===== src/rtl/rxq_pkg.sv =====
package rxq_pkg;
   localparam int BYTE_W = 8;
   localparam int NFLAG  = 4;
   // flag vector positions; the interrupt merge depends on them
   localparam int F_FULL = 0;
   localparam int F_ERR  = 1;
   localparam int F_BRK  = 2;
   localparam int F_RDY  = 3;

   typedef enum logic [2:0] {
      RX_IDLE, RX_START, RX_DATA, RX_PAR, RX_STOP, RX_HOLD
   } rx_state_e;

   typedef struct packed {
      logic [BYTE_W-1:0] data;
      logic              fe;
      logic              pe;
   } rx_entry_t;
endpackage


===== src/rtl/rxq_sampler.sv =====
module rxq_sampler
   import rxq_pkg::*;
#(
   parameter int OVS         = 16,
   parameter int SYNC_STAGES = 2
) (
   input  logic      clk,
   input  logic      rst_n,
   input  logic      rxd,
   input  logic      tick,
   input  logic      par_en,
   input  logic      par_odd,
   output logic      busy,
   output logic      push,
   output rx_entry_t push_entry,
   output logic      push_brk
);
   localparam int CNT_W = $clog2(OVS);
   localparam logic [CNT_W-1:0] MID  = CNT_W'(OVS/2 - 1);
   localparam logic [CNT_W-1:0] LAST = CNT_W'(OVS - 1);

   logic rxs;

   generate
      if (SYNC_STAGES == 0) begin : g_nosync
         assign rxs = rxd;
      end else begin : g_sync
         logic [SYNC_STAGES-1:0] sh;
         always_ff @(posedge clk or negedge rst_n) begin
            if (!rst_n) sh <= '1;
            else        sh <= {sh[SYNC_STAGES-2 >= 0 ? SYNC_STAGES-2 : 0 : 0], rxd} & ({SYNC_STAGES{1'b1}});
         end
         assign rxs = sh[SYNC_STAGES-1];
      end
   endgenerate

   rx_state_e          state;
   logic [CNT_W-1:0]   cnt;
   logic [2:0]         bidx;
   logic [BYTE_W-1:0]  shreg;
   logic               pbit;
   logic               at_last;

   assign at_last = (cnt == LAST);
   assign busy    = (state != RX_IDLE);

   always_ff @(posedge clk or negedge rst_n) begin
      if (!rst_n) begin
         state      <= RX_IDLE;
         cnt        <= '0;
         bidx       <= '0;
         shreg      <= '0;
         pbit       <= 1'b0;
         push       <= 1'b0;
         push_entry <= '0;
         push_brk   <= 1'b0;
      end else begin
         push     <= 1'b0;
         push_brk <= 1'b0;
         if (state == RX_HOLD) begin
            if (rxs) state <= RX_IDLE;
         end else if (tick) begin
            case (state)
               RX_IDLE: begin
                  if (!rxs) begin
                     state <= RX_START;
                     cnt   <= '0;
                  end
               end
               RX_START: begin
                  if (cnt == MID) begin
                     cnt  <= '0;
                     bidx <= '0;
                     state <= rxs ? RX_IDLE : RX_DATA;
                  end else begin
                     cnt <= cnt + 1'b1;
                  end
               end
               RX_DATA: begin
                  cnt <= cnt + 1'b1;
                  if (at_last) begin
                     shreg <= {rxs, shreg[BYTE_W-1:1]};
                     bidx  <= bidx + 1'b1;
                     if (bidx == 3'd7) state <= par_en ? RX_PAR : RX_STOP;
                  end
               end
               RX_PAR: begin
                  cnt <= cnt + 1'b1;
                  if (at_last) begin
                     pbit  <= rxs;
                     state <= RX_STOP;
                  end
               end
               RX_STOP: begin
                  cnt <= cnt + 1'b1;
                  if (at_last) begin
                     push            <= 1'b1;
                     push_entry.data <= shreg;
                     push_entry.fe   <= !rxs;
                     push_entry.pe   <= par_en & (^shreg ^ pbit ^ par_odd);
                     push_brk        <= !rxs && (shreg == '0) && (!par_en || !pbit);
                     state           <= rxs ? RX_IDLE : RX_HOLD;
                  end
               end
               default: state <= RX_IDLE;
            endcase
         end
      end
   end
endmodule


===== src/rtl/rxq_fifo.sv =====
module rxq_fifo #(
   parameter int DEPTH = 16,
   parameter int W     = 10,
   localparam int AW   = $clog2(DEPTH)
) (
   input  logic         clk,
   input  logic         rst_n,
   input  logic         push,
   input  logic [W-1:0] wdata,
   input  logic         pop,
   output logic [W-1:0] rdata,
   output logic         valid,
   output logic [AW:0]  fill
);
   logic [W-1:0]  mem [DEPTH];
   logic [AW-1:0] wp, rp;
   logic          do_push, do_pop;

   assign do_push = push && (fill != (AW+1)'(DEPTH));
   assign do_pop  = pop && (fill != '0);
   assign valid   = (fill != '0);
   assign rdata   = mem[rp];

   always_ff @(posedge clk) begin
      if (do_push) mem[wp] <= wdata;
   end

   always_ff @(posedge clk or negedge rst_n) begin
      if (!rst_n) begin
         wp   <= '0;
         rp   <= '0;
         fill <= '0;
      end else begin
         if (do_push) wp <= wp + 1'b1;
         if (do_pop)  rp <= rp + 1'b1;
         case ({do_push, do_pop})
            2'b10:   fill <= fill + 1'b1;
            2'b01:   fill <= fill - 1'b1;
            default: fill <= fill;
         endcase
      end
   end
endmodule


===== src/rtl/rxq_flags.sv =====
module rxq_flags
   import rxq_pkg::*;
#(
   parameter int FILL_W   = 5,
   parameter int DR_LIMIT = 240
) (
   input  logic              clk,
   input  logic              rst_n,
   input  logic              tick,
   input  logic              busy,
   input  logic              push,
   input  logic              push_err,
   input  logic              push_brk,
   input  logic [FILL_W-1:0] fill,
   input  logic [FILL_W-1:0] trig,
   input  logic [NFLAG-1:0]  clr,
   output logic [NFLAG-1:0]  flags
);
   localparam int CW = $clog2(DR_LIMIT + 1);

   logic [CW-1:0]    idle_cnt;
   logic             counting, dr_hit, at_level;
   logic [NFLAG-1:0] set_v, hold_v;

   assign at_level = (fill >= trig);
   assign counting = !busy && (fill != '0) && !at_level;
   assign dr_hit   = counting && tick && (idle_cnt == CW'(DR_LIMIT - 1));

   always_ff @(posedge clk or negedge rst_n) begin
      if (!rst_n)                                 idle_cnt <= '0;
      else if (!counting)                         idle_cnt <= '0;
      else if (tick && idle_cnt != CW'(DR_LIMIT)) idle_cnt <= idle_cnt + 1'b1;
   end

   always_comb begin
      set_v         = '0;
      hold_v        = '0;
      set_v[F_FULL] = at_level;
      hold_v[F_FULL]= at_level;
      set_v[F_ERR]  = push && push_err;
      set_v[F_BRK]  = push && push_brk;
      set_v[F_RDY]  = dr_hit;
   end

   for (genvar i = 0; i < NFLAG; i++) begin : g_flag
      logic q;
      always_ff @(posedge clk or negedge rst_n) begin
         if (!rst_n) q <= 1'b0;
         else        q <= set_v[i] | (q & ~(clr[i] & ~hold_v[i]));
      end
      assign flags[i] = q;
   end
endmodule


===== src/rtl/rxq_uart_top.sv =====
module rxq_uart_top
   import rxq_pkg::*;
#(
   parameter int DEPTH        = 16,
   parameter int OVS          = 16,
   parameter int SYNC_STAGES  = 2,
   parameter int DR_IDLE_BITS = 15
) (
   input  logic                    clk,
   input  logic                    rst_n,
   input  logic                    rxd,
   input  logic                    tick16,
   input  logic                    par_en,
   input  logic                    par_odd,
   input  logic [$clog2(DEPTH):0]  trig_lvl,
   input  logic                    ien_full,
   input  logic                    ien_err,
   input  logic                    ien_brk,
   input  logic                    ien_rdy,
   input  logic                    clr_full,
   input  logic                    clr_err,
   input  logic                    clr_brk,
   input  logic                    clr_rdy,
   input  logic                    rd_pop,
   output logic                    rd_valid,
   output logic [7:0]              rd_data,
   output logic                    rd_fe,
   output logic                    rd_pe,
   output logic [$clog2(DEPTH):0]  fill,
   output logic                    flag_full,
   output logic                    flag_err,
   output logic                    flag_brk,
   output logic                    flag_rdy,
   output logic                    irq
);
   localparam int FILL_W   = $clog2(DEPTH) + 1;
   localparam int ENTRY_W  = $bits(rx_entry_t);
   localparam int DR_LIMIT = DR_IDLE_BITS * OVS;

   if (DEPTH < 2 || (DEPTH & (DEPTH - 1)) != 0) begin : g_bad_depth
      $error("DEPTH must be a power of two of at least 2");
   end
   if (OVS < 4 || (OVS % 2) != 0 || (OVS & (OVS - 1)) != 0) begin : g_bad_ovs
      $error("OVS must be a power of two of at least 4");
   end
   if (SYNC_STAGES < 0 || SYNC_STAGES > 3) begin : g_bad_sync
      $error("SYNC_STAGES must be 0 to 3");
   end
   if (DR_IDLE_BITS < 1) begin : g_bad_idle
      $error("DR_IDLE_BITS must be at least 1");
   end

   logic       busy, push, push_brk;
   rx_entry_t  push_entry, head;
   logic [NFLAG-1:0] flags, clr_v, en_v;

   rxq_sampler #(.OVS(OVS), .SYNC_STAGES(SYNC_STAGES)) u_smp (
      .clk(clk), .rst_n(rst_n), .rxd(rxd), .tick(tick16),
      .par_en(par_en), .par_odd(par_odd), .busy(busy), .push(push),
      .push_entry(push_entry), .push_brk(push_brk)
   );

   rxq_fifo #(.DEPTH(DEPTH), .W(ENTRY_W)) u_fifo (
      .clk(clk), .rst_n(rst_n), .push(push), .wdata(push_entry),
      .pop(rd_pop), .rdata(head), .valid(rd_valid), .fill(fill)
   );

   assign clr_v = {clr_rdy, clr_brk, clr_err, clr_full};
   assign en_v  = {ien_rdy, ien_brk, ien_err, ien_full};

   rxq_flags #(.FILL_W(FILL_W), .DR_LIMIT(DR_LIMIT)) u_flags (
      .clk(clk), .rst_n(rst_n), .tick(tick16), .busy(busy), .push(push),
      .push_err(push_entry.fe | push_entry.pe), .push_brk(push_brk),
      .fill(fill), .trig(trig_lvl), .clr(clr_v), .flags(flags)
   );

   assign rd_data   = head.data;
   assign rd_fe     = head.fe;
   assign rd_pe     = head.pe;
   assign flag_full = flags[F_FULL];
   assign flag_err  = flags[F_ERR];
   assign flag_brk  = flags[F_BRK];
   assign flag_rdy  = flags[F_RDY];
   assign irq       = |(flags & en_v);
endmodule


===== config.mk =====
export PLATFORM = sky130hd
export DESIGN_NAME = rxq_uart_top
export DESIGN_NICKNAME = d
export VERILOG_FILES = /design/src/rtl/rxq_pkg.sv /design/src/rtl/rxq_sampler.sv /design/src/rtl/rxq_fifo.sv /design/src/rtl/rxq_flags.sv /design/src/rtl/rxq_uart_top.sv
export SDC_FILE = /design/constraint.sdc
export NUM_CORES = 1
export LEC_CHECK = 0
export CORE_ASPECT_RATIO = 0.7
export CORE_UTILIZATION = 51
export CTS_CLUSTER_SIZE = 16
export DETAILED_ROUTE_END_ITERATION = 10
export DONT_BUFFER_PORTS = 1
export PLACE_DENSITY = 0.76
export SLEW_MARGIN = 10
export SYNTH_ARGS = -nofsm -noshare
export SYNTH_HDL_FRONTEND = slang
export SYNTH_SLANG_ARGS = --single-unit

===== constraint.sdc =====
create_clock -name clk -period 3.15 [get_ports clk]
set_input_delay 0.63 -clock clk [delete_from_list [all_inputs] [get_ports clk]]
set_output_delay 0.63 -clock clk [all_outputs]
set_load 0.02 [all_outputs]

==> results.sh, run 1 <==
export IMPL_num_fill_cells=1278
export IMPL_grt_first_pass_wirelength_mm=28.7
export IMPL_clock_latency_ns=0.51
export IMPL_yosysWarnings=0
export IMPL_synth_cell_types=47
export IMPL_peakVddDrop_v=0.000384
export IMPL_drive_gt1_share_pct=20.1
export IMPL_tns_ns=0
export IMPL_layout_common_cells="edfxtp_1, dfrtp_1, mux4_2"
export IMPL_grt_max_degree=59
export IMPL_layout_commonest_cell="edfxtp_1"
export IMPL_avgSynthCellArea_um2=16.3
export IMPL_io_pins=41
export IMPL_drt_wl_total_mm=18.5
export IMPL_slew_headroom_pct=52.8
export IMPL_final_cell_count_no_fill=828
export IMPL_crit_path_start_kind="flop"
export IMPL_cts_root_buf="clkbuf_16"
export IMPL_start_util_pct=52.7
export IMPL_htreeDepth=1
export IMPL_ant_nets=0
export IMPL_path_clk_slew_ns=0.06
export IMPL_path_max_fanout=19
export IMPL_cp_slowest_cell="mux4_2"
export IMPL_drt_iter0_markers=461
export IMPL_hold_path_depth=0
export IMPL_grt_pass1_vias=4877
export IMPL_min_period_over_period_pct=96.6
export IMPL_min_path_type="input port to flop"
export IMPL_hpwl_mm=11.7
export IMPL_synthSimpleGateAreaFrac_pct=6.06
export IMPL_worst_r2r_path_depth=10
export IMPL_grt_setup_unrepaired="false"
export IMPL_critical_path_required_ns=2.52
export IMPL_synth_compound_area_share_pct=4.62
export IMPL_antenna_cells=0
export IMPL_crit_top_cell="mux4_2"
export IMPL_worst_path_largest_cell_delay_ns=0.58
export IMPL_p_leak_nw=4.08
export IMPL_critPathArrivalTime_ns=2.41
export IMPL_port_buffers=0
export IMPL_cts_tree="yes"
export IMPL_drc=0
export IMPL_vias_per_cell=5.93
export IMPL_drv_cap=0
export IMPL_yosys_register_bits=218
export IMPL_vias=4911
export IMPL_syn_inst=559
export IMPL_nets=625
export IMPL_status="completed"
export IMPL_syn_nets=602
export IMPL_post_cts_buffers=0
export IMPL_overflow=0
export IMPL_slew_violations=0
export IMPL_ys_seq_area_share_pct=68.5
export IMPL_cts_buffer_depth=3
export IMPL_synth_adder_area_share_pct=3.15
export IMPL_cts_inserted_buffers=21
export IMPL_clock_sinks=218
export IMPL_dp_cells=788
export IMPL_finalSetupViolations=0
export IMPL_wl_per_cell_um=22.3
export IMPL_dieHeight_um=114
export IMPL_endpoint_kind="output pin"
export IMPL_synth_top_family_by_area="multiplexers"
export IMPL_area_growth_pct=11.6
export IMPL_cts_resized=0
export IMPL_grt_antenna_before_repair=0
export IMPL_grt_usage_pct=20.9
export IMPL_fin_crit_ns=3.04
export IMPL_finalClockSkew_ns=0.0159
export IMPL_power_density_mw_per_mm2=692
export IMPL_first_pass_iters=5
export IMPL_tightestPinTransition_ns=0.702
export IMPL_die_x_um=162
export IMPL_worstPathCellList="buf_4, mux4_2, mux4_2"
export IMPL_clock_fmax_mhz=329
export IMPL_muxShareOfSynthArea_pct=12.9
export IMPL_row_count=40
export IMPL_crit_type="flop to output pin"
export IMPL_die_area_mm2=0.0185
export IMPL_synth_area_mm2=0.00913
export IMPL_coreArea_mm2=0.0173
export IMPL_synthXorXnorAreaFrac_pct=2.21
export IMPL_hold_viol=0
export IMPL_place_congestion=0.860
[worst max-delay path, delay by kind of cell, from the launching register on]
family / cells / cell delay [ns]
buf+inv: 1 / 0.36
flops: 1 / 0.38
mux: 2 / 1.16
[sequential cells by signal (all words and copies together) (netlist names)]
register,cells
u_smp.g_sync.sh,2
u_smp.bidx,3
u_fifo.fill,5
u_smp.cnt,4
u_fifo.rp,4
u_flags.g_flag.q,4
u_smp.pbit,1
u_smp.shreg,8
u_smp.state,3
u_fifo.mem,160
u_smp.push_brk,1
u_smp.push_entry,10
u_smp.push,1
u_fifo.wp,4
u_flags.idle_cnt,8
[layout make-up]
| cell class | instances | area (um2) | share of cell area (%) |
|---|---|---|---|
| inverter | 25 | 93.8 | 0.921 |
| clock buffer | 28 | 572 | 5.61 |
| sequential | 218 | 6260 | 61.4 |
| timing repair buffer | 29 | 253 | 2.48 |
| clock inverter | 10 | 75.1 | 0.737 |
| multi-input combinational | 287 | 2650 | 26.0 |
| tap | 231 | 289 | 2.84 |
[metal layers]
metal / wire [um] / global-route usage (%) / up-vias
met2: 8810 / 32.1 / 165
met3: 1190 / 3.78 / 43
met1: 7970 / 30.2 / 2527
li1: - / - / 2176
met4: 512 / 7.48 / 0
met5: 0 / 0 / -
[cells in the mapped netlist (all sizes together)]
library cell | number | area [um2]
a22o | 3 | 26.3
o21ai | 36 | 180
edfxtp | 160 | 4800
nor2b | 2 | 12.5
mux4 | 50 | 1130
nand2 | 42 | 158
mux2i | 1 | 10.0
a21oi | 11 | 55.1
nand4 | 6 | 37.5
o22ai | 2 | 12.5
o31ai | 3 | 22.5
nor3 | 8 | 40.0
nor3b | 2 | 15.0
a2111oi | 1 | 8.76
mux2 | 4 | 45.0
a22oi | 3 | 22.5
inv | 25 | 93.8
a21o | 4 | 30.0
and3 | 3 | 18.8
o311ai | 1 | 8.76
dfstp | 2 | 52.6
nor2 | 25 | 93.8
a211oi | 1 | 7.51
o211ai | 1 | 7.51
o211a | 1 | 10.0
or4b | 1 | 10.0
clkbuf | 18 | 67.6
nand2b | 7 | 43.8
o41ai | 1 | 8.76
nor4 | 1 | 12.5
nand4bb | 1 | 11.3
nor4bb | 1 | 10.0
dfrtp | 56 | 1400
nand3b | 3 | 22.5
and2 | 1 | 6.26
o21bai | 1 | 7.51
nand3 | 11 | 55.1
or2 | 1 | 6.26
a21boi | 1 | 7.51
ha | 23 | 288
a31oi | 1 | 6.26
buf | 11 | 66.3
xnor2 | 14 | 123
xor2 | 9 | 78.8
[what timing repair did]
item	in CTS	in global routing
hold buffers	2	0
setup endpoints to repair	0	0
hold endpoints to repair	58	0
[metrics by stage]
step           utilization (%)  cell area (um2)  total power [mW]  hold WS (ns)  worst slack (ns)
3_5_place_dp              54.9             9500              4.72         0.336             0.412
6_report                  58.8            10200              7.05         0.113             0.108
5_1_grt                   58.8            10200              7.32        0.0964            0.0136
4_1_cts                   58.8            10200              7.09        0.0935            0.0705
2_1_floorplan                -             9130              4.43         0.334             0.131
3_3_place_gp              54.9             9500              4.66         0.337             0.467
[path summary, 6_finish.rpt]
path,startpoint,end,slack (ns)
min in group asynchronous,rst_n,u_flags.idle_cnt[1],0.64
worst max register to register,u_fifo.fill[3],u_fifo.fill[4],0.38
worst min-delay path,rxd,u_smp.g_sync.sh[0],0.11
worst max-delay path,u_fifo.rp[0],rd_data[6],0.11
max in group asynchronous,rst_n,u_smp.g_sync.sh[1],2.22
worst min register to register,u_smp.g_sync.sh[0],u_smp.g_sync.sh[1],0.36
[cells by family (layout without fill, tap and decap cells)]
| group | Yosys count | in the layout |
|---|---|---|
| AO/OA/AOI/OAI | 71 | 71 |
| XOR/XNOR | 23 | 23 |
| adder cells (fa/ha/maj) | 23 | 23 |
| buffers and inverters | 54 | 92 |
| flip-flops | 218 | 218 |
| multiplexers | 55 | 55 |
| AND/OR/NAND/NOR | 115 | 115 |
[where the power goes]
part	leakage (nW)	switching, mW	internal, mW	total [mW]
Clock	0.307	1.08	1.30	2.37
Sequential	2.59	0.214	3.16	3.37
Combinational	1.18	0.719	0.583	1.30
Total	4.08	2.01	5.04	7.05
Power figures use the tool's default switching activity.
==> run 2: changes to the inputs <==
Settings changed: CORE_ASPECT_RATIO 0.7 to unset.
==> run 2 against run 1 <==
  * Combinational power is 5% lower
  * Count of clock-buffer cells in the layout is 2 lower
  * Critical endpoint is now rd_data[1]
  * Critical path depth stayed put
  * Critical path type unchanged
  * Sequential cell count stayed put
==> results.sh, run 2 (synthesis gave the netlist of run 1 again) <==
export IMPL_switchingPower_mw=1.99
export IMPL_path_max_fanout=43
export IMPL_grt_first_pass_wirelength_mm=27.4
export IMPL_finalClockSkew_ns=0.0171
export IMPL_hpwl_mm=10.7
export IMPL_power_density_mw_per_mm2=690
export IMPL_area_growth_pct=11.4
export IMPL_num_fill_cells=1317
export IMPL_drc=0
export IMPL_tns_ns=0
export IMPL_clock_latency_ns=0.51
export IMPL_p_clk_share_pct=33.4
export IMPL_largest_register_ffs=160
export IMPL_pwr_share_comb_pct=17.5
export IMPL_post_cts_buffers=0
export IMPL_critical_path_required_ns=2.52
export IMPL_timing_rr_end="u_fifo.fill[4]"
export IMPL_dp_cells=780
export IMPL_drive_gt1_share_pct=19.4
export IMPL_drt_iter0_markers=278
export IMPL_clock_fmax_mhz=330
export IMPL_tightestPinTransition_ns=0.819
export IMPL_hold_path_depth=0
export IMPL_fin_crit_ns=3.03
export IMPL_r2r_slack_ns=0.30
export IMPL_min_path_type="input port to flop"
export IMPL_peakVddDrop_v=0.000475
export IMPL_grt_usage_pct=20.0
export IMPL_layout_common_cells="edfxtp_1, dfrtp_1, mux4_2"
export IMPL_whs_ns=0.120
export IMPL_cts_root_buf="clkbuf_16"
export IMPL_path_clk_slew_ns=0.06
export IMPL_layout_commonest_cell="edfxtp_1"
export IMPL_worstPathCellList="buf_12, mux4_2, mux4_2"
export IMPL_cp_slowest_cell="mux4_2"
export IMPL_min_period_over_period_pct=96.2
export IMPL_port_buffers=0
export IMPL_slew_headroom_pct=45.4
export IMPL_worstHoldStart="rxd"
export IMPL_crit_type="flop to output pin"
export IMPL_crit_top_cell="mux4_2"
export IMPL_status="completed"
export IMPL_finalSetupViolations=0
export IMPL_endpoint_kind="output pin"
export IMPL_place_ws_ns=0.255
export IMPL_clock_sinks=218
export IMPL_grt_setup_unrepaired="false"
export IMPL_start_util_pct=52.4
export IMPL_htreeDepth=1
export IMPL_reg2reg_from="u_fifo.fill[3]"
export IMPL_vias=4838
export IMPL_wl_per_cell_um=20.9
export IMPL_drv_cap=0
export IMPL_slew_violations=0
export IMPL_die_area_mm2=0.0184
export IMPL_worst_slack_ns=0.119
export IMPL_cts_tree="yes"
export IMPL_antenna_cells=0
export IMPL_cts_inserted_buffers=22
export IMPL_holdPathEnd="u_smp.g_sync.sh[0]"
export IMPL_place_congestion=0.802
export IMPL_sw_frac_of_total_pct=28.4
export IMPL_overflow=0
export IMPL_row_count=48
export IMPL_hold_viol=0
export IMPL_worst_r2r_path_depth=10
export IMPL_regMostFlops="u_fifo.mem"
export IMPL_cts_buffer_depth=3
export IMPL_io_pins=41
export IMPL_p_seq_share_pct=49.1
export IMPL_nets=624
export IMPL_final_cell_count_no_fill=822
export IMPL_grt_antenna_before_repair=0
export IMPL_critPathArrivalTime_ns=2.40
export IMPL_coreArea_mm2=0.0174
export IMPL_first_pass_iters=5
export IMPL_grt_max_degree=59
export IMPL_worst_path_largest_cell_delay_ns=0.61
export IMPL_reg_top3="u_fifo.mem x160, u_smp.push_entry x10"
export IMPL_die_x_um=136
export IMPL_drt_wl_total_mm=17.2
export IMPL_vias_per_cell=5.89
export IMPL_grt_pass1_vias=4978
export IMPL_crit_path_start_kind="flop"
export IMPL_ant_nets=0
export IMPL_p_int_mw=5.03
export IMPL_p_leak_nw=4.08
export IMPL_dieHeight_um=136
## run 2: worst max-delay path, delay by kind of cell, from the launching register on
family   cells  cell delay [ns]
flops        1             0.37
buf+inv      1             0.30
mux          2             1.18
## run 2: worst max path at each step
| stage | start | endpoint | slack, ns |
|---|---|---|---|
| after CTS | u_fifo.rp[0] | rd_data[1] | 0.11 |
| after detailed placement | u_fifo.fill[3] | u_fifo.fill[4] | 0.25 |
| after global placement | u_fifo.fill[3] | u_fifo.fill[4] | 0.44 |
| final | u_fifo.rp[0] | rd_data[1] | 0.12 |
| after global routing | u_fifo.rp[0] | rd_data[1] | 0.04 |
| after floorplan | u_fifo.fill[2] | u_fifo.fill[4] | 0.13 |
## run 2: power by group through the flow
| stage | combinational [mW] | clock, mW | sequential, mW |
|---|---|---|---|
| after floorplan | 1.09 | 0 | 3.35 |
| after global placement | 1.18 | 0 | 3.49 |
| after detailed placement | 1.22 | 0 | 3.50 |
| after CTS | 1.25 | 2.39 | 3.44 |
| after global routing | 1.35 | 2.48 | 3.47 |
| final | 1.23 | 2.34 | 3.44 |
## run 2: layer usage
metal	track usage, %	up-vias	share of wire [%]
met5	0	-	0
met4	6.49	0	2.8
met3	4.23	45	6.9
met2	33.6	165	49
met1	25.8	2449	41
li1	-	2179	-
## run 2: cell type report
cell class | instances | area [um2] | area share, %
clock buffers | 26 | 566 | 5.56
well taps | 225 | 282 | 2.77
clock inverters | 14 | 77.6 | 0.762
repair buffers | 27 | 250 | 2.46
flip-flops and latches | 218 | 6260 | 61.5
inverters | 25 | 93.8 | 0.922
multi-input cells | 287 | 2650 | 26.0
## run 2: what timing repair did
item,in CTS,in global routing
hold buffers,2,0
setup endpoints to repair,0,1
hold endpoints to repair,58,0
resized for setup,0,1
## run 2: stage by stage
step	cell area [um2]	total power [mW]	utilization, %
floorplan	9130	4.43	-
global placement	9490	4.67	54.5
detailed placement	9490	4.72	54.5
CTS	10200	7.08	58.4
global route	10200	7.30	58.4
finish	10200	7.02	58.4
